### config.mk
export PLATFORM = sky130hd
export DESIGN_NAME = link_mode_ctl
export DESIGN_NICKNAME = d
export VERILOG_FILES = /design/src/rtl/lmc_pkg.sv /design/src/rtl/lmc_mode_resolve.sv /design/src/rtl/lmc_t4_watch.sv /design/src/rtl/lmc_mii_status.sv /design/src/rtl/link_mode_ctl.sv
export SDC_FILE = /design/constraint.sdc
export NUM_CORES = 1
export LEC_CHECK = 0
export ABC_AREA = 1
export BUFFER_PORTS_ARGS = -buffer_cell sky130_fd_sc_hd__buf_2
export CAP_MARGIN = 40
export CORE_MARGIN = 2
export CORE_UTILIZATION = 26
export DETAILED_ROUTE_END_ITERATION = 10
export HOLD_SLACK_MARGIN = 0.08
export SYNTH_ARGS = -nofsm -noshare
export SYNTH_HDL_FRONTEND = slang
export SYNTH_SLANG_ARGS = --single-unit
### constraint.sdc
create_clock -name clk -period 2.6 [get_ports clk]
set_input_delay 0.13 -clock clk [delete_from_list [all_inputs] [get_ports clk]]
set_output_delay 0.13 -clock clk [all_outputs]
set_load 0.05 [all_outputs]
### src/rtl/lmc_pkg.sv
package lmc_pkg;

    typedef enum logic [2:0] {
        MD_NONE = 3'd0,
        MD_10H  = 3'd1,
        MD_10F  = 3'd2,
        MD_TXH  = 3'd3,
        MD_TXF  = 3'd4,
        MD_T4   = 3'd5
    } mode_e;

    typedef enum logic [1:0] {
        PH_RESET  = 2'd0,
        PH_ACTIVE = 2'd1,
        PH_DONE   = 2'd2,
        PH_SPARE  = 2'd3
    } phase_e;

    typedef enum logic [1:0] {
        S_OFF     = 2'd0,
        S_T4_WAIT = 2'd1,
        S_T4_UP   = 2'd2,
        S_RESTART = 2'd3
    } t4_state_e;

    function automatic logic mode_is_full(mode_e m);
        return (m == MD_10F) || (m == MD_TXF);
    endfunction

    function automatic logic mode_is_half(mode_e m);
        return (m == MD_10H) || (m == MD_TXH) || (m == MD_T4);
    endfunction

    function automatic logic mode_uses_local(mode_e m);
        return (m == MD_TXH) || (m == MD_TXF) || (m == MD_T4);
    endfunction

endpackage

### src/rtl/lmc_mode_resolve.sv
module lmc_mode_resolve
    import lmc_pkg::*;
(
    input  logic       an_enable,
    input  logic       spd_100,
    input  logic       full_dup,
    input  logic       t4_good,
    input  logic [1:0] an_phase,
    input  logic [2:0] an_tech,
    output mode_e      mode,
    output logic       neg_t4
);

    logic  an_done;
    mode_e forced_mode;
    mode_e nego_mode;

    assign an_done = (an_phase == PH_DONE);

    // forced table
    always_comb begin
        unique case ({spd_100, full_dup})
            2'b11:   forced_mode = t4_good ? MD_T4 : MD_TXF;
            2'b10:   forced_mode = t4_good ? MD_T4 : MD_TXH;
            2'b01:   forced_mode = MD_10F;
            default: forced_mode = MD_10H;
        endcase
    end

    // negotiated result decode
    always_comb begin
        unique case (an_tech)
            3'd1:    nego_mode = MD_10H;
            3'd2:    nego_mode = MD_10F;
            3'd3:    nego_mode = MD_TXH;
            3'd4:    nego_mode = MD_TXF;
            3'd5:    nego_mode = MD_T4;
            default: nego_mode = MD_NONE;
        endcase
    end

    always_comb begin
        if (!an_enable) begin
            mode = forced_mode;
        end else if (an_done) begin
            mode = nego_mode;
        end else begin
            mode = MD_NONE;
        end
    end

    assign neg_t4 = an_enable && an_done && (nego_mode == MD_T4);

endmodule

### src/rtl/lmc_t4_watch.sv
module lmc_t4_watch
    import lmc_pkg::*;
#(
    parameter int unsigned WAIT_CYC = 21_875_000
) (
    input  logic clk,
    input  logic rst_n,
    input  logic neg_t4,
    input  logic t4_good,
    output logic restart
);

    localparam int unsigned CW = (WAIT_CYC < 2) ? 1 : $clog2(WAIT_CYC);
    localparam logic [CW-1:0] LAST = CW'(WAIT_CYC - 1);

    t4_state_e     state_q, state_d;
    logic [CW-1:0] cnt_q, cnt_d;

    always_ff @(posedge clk or negedge rst_n) begin
        if (!rst_n) begin
            state_q <= S_OFF;
            cnt_q   <= '0;
        end else begin
            state_q <= state_d;
            cnt_q   <= cnt_d;
        end
    end

    always_comb begin
        state_d = state_q;
        cnt_d   = cnt_q;
        unique case (state_q)
            S_OFF: begin
                cnt_d = '0;
                if (neg_t4) state_d = S_T4_WAIT;
            end
            S_T4_WAIT: begin
                if (!neg_t4) begin
                    state_d = S_OFF;
                end else if (t4_good) begin
                    state_d = S_T4_UP;
                end else if (cnt_q == LAST) begin
                    state_d = S_RESTART;
                end else begin
                    cnt_d = cnt_q + 1'b1;
                end
            end
            S_T4_UP: begin
                if (!neg_t4) begin
                    state_d = S_OFF;
                end else if (!t4_good) begin
                    state_d = S_RESTART;
                end
            end
            S_RESTART: begin
                state_d = S_OFF;
            end
            default: state_d = S_OFF;
        endcase
    end

    always_comb begin
        restart = (state_q == S_RESTART);
    end

endmodule

### src/rtl/lmc_mii_status.sv
module lmc_mii_status
    import lmc_pkg::*;
(
    input  logic       clk,
    input  logic       rst_n,
    input  mode_e      mode,
    input  logic       an_enable,
    input  logic [1:0] an_phase,
    input  logic       repeater,
    input  logic       loopback,
    input  logic       rx_act,
    input  logic       tx_act,
    output logic [2:0] mode_q,
    output logic       crs_q,
    output logic       col_q,
    output logic       dup_q,
    output logic       t4n_q,
    output logic       tbt_q
);

    logic full, half;
    logic crs_d, col_d, dup_d, t4n_d, tbt_d;

    assign full = mode_is_full(mode);
    assign half = mode_is_half(mode);

    always_comb begin
        crs_d = rx_act || (tx_act && !repeater && !half);
        col_d = rx_act && tx_act && !full && !loopback;
        tbt_d = mode_uses_local(mode);
        if (!an_enable) begin
            dup_d = full;
            t4n_d = 1'b0;
        end else begin
            t4n_d = (mode != MD_T4);
            unique case (an_phase)
                PH_RESET: dup_d = 1'b0;
                PH_DONE:  dup_d = full;
                default:  dup_d = 1'b1;
            endcase
        end
    end

    always_ff @(posedge clk or negedge rst_n) begin
        if (!rst_n) begin
            mode_q <= MD_NONE;
            crs_q  <= 1'b0;
            col_q  <= 1'b0;
            dup_q  <= 1'b0;
            t4n_q  <= 1'b1;
            tbt_q  <= 1'b0;
        end else begin
            mode_q <= mode;
            crs_q  <= crs_d;
            col_q  <= col_d;
            dup_q  <= dup_d;
            t4n_q  <= t4n_d;
            tbt_q  <= tbt_d;
        end
    end

endmodule

### src/rtl/link_mode_ctl.sv
module link_mode_ctl
    import lmc_pkg::*;
#(
    parameter int unsigned T4_WAIT_CYC = 21_875_000
) (
    input  logic       clk,
    input  logic       rst_n,
    input  logic       an_enable,
    input  logic       spd_100,
    input  logic       full_dup,
    input  logic       loopback,
    input  logic       repeater,
    input  logic [1:0] an_phase,
    input  logic [2:0] an_tech,
    input  logic       t4_good,
    input  logic       rx_act,
    input  logic       tx_act,
    output logic [2:0] mode_sel,
    output logic       crs,
    output logic       col,
    output logic       duplex,
    output logic       t4_sel_n,
    output logic       tbt_link_off,
    output logic       restart_req
);

    mode_e mode_now;
    logic  neg_t4;

    lmc_mode_resolve u_resolve (
        .an_enable (an_enable),
        .spd_100   (spd_100),
        .full_dup  (full_dup),
        .t4_good   (t4_good),
        .an_phase  (an_phase),
        .an_tech   (an_tech),
        .mode      (mode_now),
        .neg_t4    (neg_t4)
    );

    lmc_t4_watch #(.WAIT_CYC(T4_WAIT_CYC)) u_t4 (
        .clk     (clk),
        .rst_n   (rst_n),
        .neg_t4  (neg_t4),
        .t4_good (t4_good),
        .restart (restart_req)
    );

    lmc_mii_status u_status (
        .clk       (clk),
        .rst_n     (rst_n),
        .mode      (mode_now),
        .an_enable (an_enable),
        .an_phase  (an_phase),
        .repeater  (repeater),
        .loopback  (loopback),
        .rx_act    (rx_act),
        .tx_act    (tx_act),
        .mode_q    (mode_sel),
        .crs_q     (crs),
        .col_q     (col),
        .dup_q     (duplex),
        .t4n_q     (t4_sel_n),
        .tbt_q     (tbt_link_off)
    );

endmodule

==> impl_metrics.env <==
export IMPL_ys_async_sr_fraction=1.00
export IMPL_path_buf_inv=0
export IMPL_slew_headroom=0.468
export IMPL_crit_type="flip-flop to flip-flop"
export IMPL_netlist_cell_type_count=27
export IMPL_synth_seq_area_share=0.384
export IMPL_drc_errors=0
export IMPL_hold_worst_slack_ns=0.0909
export IMPL_finalSetupViolations=0
export IMPL_die_w_um=97.7
export IMPL_max_cap_violations=0
export IMPL_grt_max_degree=36
export IMPL_cp_depth=8
export IMPL_synthToLayoutAreaGrowth_pct=17.4
export IMPL_num_io_pins=24
export IMPL_synth_flop_cell="dfrtp_1"
export IMPL_crit_path_start="u_t4.cnt_q[0]$_DFFE_PN0P_"
export IMPL_post_cts_buffers=0
export IMPL_clk_latency_ns=0.29
export IMPL_synth_edf_count=0
export IMPL_cts_resized=0
export IMPL_port_buffers=23
export IMPL_fp_dieH_um=97.7
export IMPL_synth_warnings=0
export IMPL_placed_cells=469
export IMPL_r2r_start="u_t4.cnt_q[0]$_DFFE_PN0P_"
export IMPL_synth_seq_cells=35
export IMPL_cp_cell_sequence="ha_1 > nand4_1 > nor2_1 > nand3_1 > nand2_4 > nand2_4 > nand3_1 > nand2_1"
export IMPL_setup_tns_ns=0
export IMPL_grt_usage=0.123
export IMPL_worstPathArrival_ns=2.12
export IMPL_worst_pin_slew_ns=0.798
export IMPL_skew_ns=0.00496
export IMPL_routabilityCongestion=0.888
export IMPL_peakVddDrop_uv=364
export IMPL_wl_per_cell_um=11.6
export IMPL_drtIter0Drc=141
export IMPL_slew_viol_final=0
export IMPL_start_util=0.265
export IMPL_whs_path_depth=2
export IMPL_utilization=0.310
export IMPL_grt_pass1_vias=2125
export IMPL_netlist_area_leader_share=0.372
export IMPL_timing_fmax_mhz=519
export IMPL_cp_max_fo=25
export IMPL_first_pass_iters=4
export IMPL_min_delay_start="tx_act"
export IMPL_n_fill_cell=942
export IMPL_syn_cell_area_um2=2280
export IMPL_worstHoldPathType="input pin to flip-flop"
export IMPL_finalHoldViolCount=0
export IMPL_worstPathRequired_ns=2.79
export IMPL_postRouteAntennaNets=0
export IMPL_synth_nets=362
export IMPL_final_nets=390
export IMPL_grt_pass1_wl_mm=9.76
export IMPL_cts_buffer_depth=2
export IMPL_fin_crit_sh=0.741
export IMPL_clkSinkCount=35
export IMPL_dieArea_um2=9550
export IMPL_cts_hold_buf=6
export IMPL_coreArea_um2=8640
export IMPL_max_stage_delay_ns=0.41
export IMPL_synth_avg_cell_area_um2=6.60
export IMPL_critPathCaptureType="flip-flop"
export IMPL_status="complete, no violations"
export IMPL_viasPerCell=4.67
export IMPL_power_density_nw_per_um2=554
export IMPL_row_count=34
export IMPL_finalCriticalPeriod_ns=1.93
export IMPL_synthTopCellsByArea="dfrtp_1, nand2_1, nor2_1, nand3_1, xor2_1"
export IMPL_place_hpwl_mm=4.01
export IMPL_startpoint_type="flip-flop"
export IMPL_htree_levels=2
export IMPL_fin_cells=483
export IMPL_diodes=0
export IMPL_drive_gt1_frac=0.109
export IMPL_cts_buffers=5
export IMPL_syn_inst=346
export IMPL_cts_tree="done"
export IMPL_power_leakage_nw=1.23
export IMPL_antenna_found_initial=0
export IMPL_cts_root_buffer="clkbuf_8"
export IMPL_grt_ovfl_total=0
export IMPL_netlist_top_cells_count="nand2_1, nor2_1, nand3_1"
export IMPL_via_count=2255
export IMPL_rsz0062_at_grt="no"
export IMPL_clk_pin_slew_worst_paths_ns=0.08
export IMPL_critPathTopFamily="simple AND/OR/NAND/NOR gates"
export IMPL_yosysTopAreaCell="dfrtp_1"
export IMPL_crit_slowest_cell="dfrtp_1"
export IMPL_routed_wl_mm=5.58
export IMPL_r2r_cells=8
export IMPL_yosysMostFrequentCell="nand2_1"
-- final timing paths --
kind                                             end  slack (ns)
min                         u_status.crs_q$_DFF_PN0_        0.09
max                        u_t4.cnt_q[2]$_DFFE_PN0P_        0.67
min reg2reg                u_t4.cnt_q[1]$_DFFE_PN0P_        0.56
max reg2reg                u_t4.cnt_q[2]$_DFFE_PN0P_        0.67
max in group asynchronous  u_t4.cnt_q[9]$_DFFE_PN0P_        1.63
min in group asynchronous   u_status.dup_q$_DFF_PN0_        0.47
-- layout by cell type (no fill, tap or decap), types with 2 or more instances in the layout --
master | Yosys | final
bufinv_16 | 0 | 2
nand2_1 | 123 | 123
nand2_4 | 2 | 2
nand4_1 | 3 | 3
xor2_1 | 12 | 12
nand3_1 | 50 | 50
nor2_2 | 2 | 2
o21ai_0 | 5 | 5
nor2_1 | 67 | 67
clkbuf_8 | 0 | 5
nor3_1 | 4 | 4
dlygate4sd3_1 | 0 | 6
dfrtp_1 | 34 | 34
inv_1 | 23 | 23
xnor2_1 | 2 | 2
buf_2 | 4 | 23
-- metal layers --
layer | track usage | up-vias | part of all wire
li1 | - | 1146 | -
met1 | 0.167 | 1044 | 0.47
met2 | 0.201 | 58 | 0.46
met3 | 0.0258 | 7 | 0.057
met4 | 0.0288 | 0 | 0.011
met5 | 0 | - | 0
-- flip-flops by register name, indices dropped and copies added, names as in the netlist --
register	count
u_status.crs_q	1
u_status.col_q	1
u_t4.cnt_q	25
u_status.t4n_q	1
u_status.tbt_q	1
u_status.mode_q	3
u_status.dup_q	1
u_t4.state_q	2
-- cell type report --
class                      count  area [um^2]  area share
multi-input combinational    278         1260       0.470
tap                          108          135      0.0504
timing repair buffer          30          183      0.0681
clock buffer                   5         68.8      0.0257
clock inverter                 3         67.6      0.0252
sequential                    35          877       0.327
inverter                      24         90.1      0.0336
-- where the power goes --
group	switching [mW]	internal, mW	total (mW)
logic	0.258	0.0581	0.316
clock network	0.218	0.383	0.600
registers	0.00882	0.561	0.569
-- logic make-up after synthesis --
| kind of cell | count (synthesis) | synth area share |
|---|---|---|
| AO/OA/AOI/OAI | 10 | 0.0268 |
| XOR/XNOR | 14 | 0.0537 |
| adder cells (fa/ha/maj) | 1 | 0.00548 |
| buffers and inverters | 33 | 0.0646 |
| flip-flops | 35 | 0.384 |
| AND/OR/NAND/NOR | 253 | 0.465 |
-- per-stage QoR --
stage | power (mW) | cell area, um^2 | worst slack (ns)
CTS | 1.50 | 2680 | 0.666
global route | 1.56 | 2680 | 0.411
finish | 1.49 | 2680 | 0.672
global placement | 0.886 | 2480 | 0.730
detailed placement | 0.890 | 2480 | 0.677
floorplan | 0.825 | 2280 | 1.10
-- worst register-to-register path: cells and delay by family, from the launching register on --
family / cells / cell delay (ns)
and+or+nand+nor: 7 / 1.14
adders and majority gates: 1 / 0.29
DFF: 1 / 0.41
Note: power is estimated with default switching activity, not from simulation.
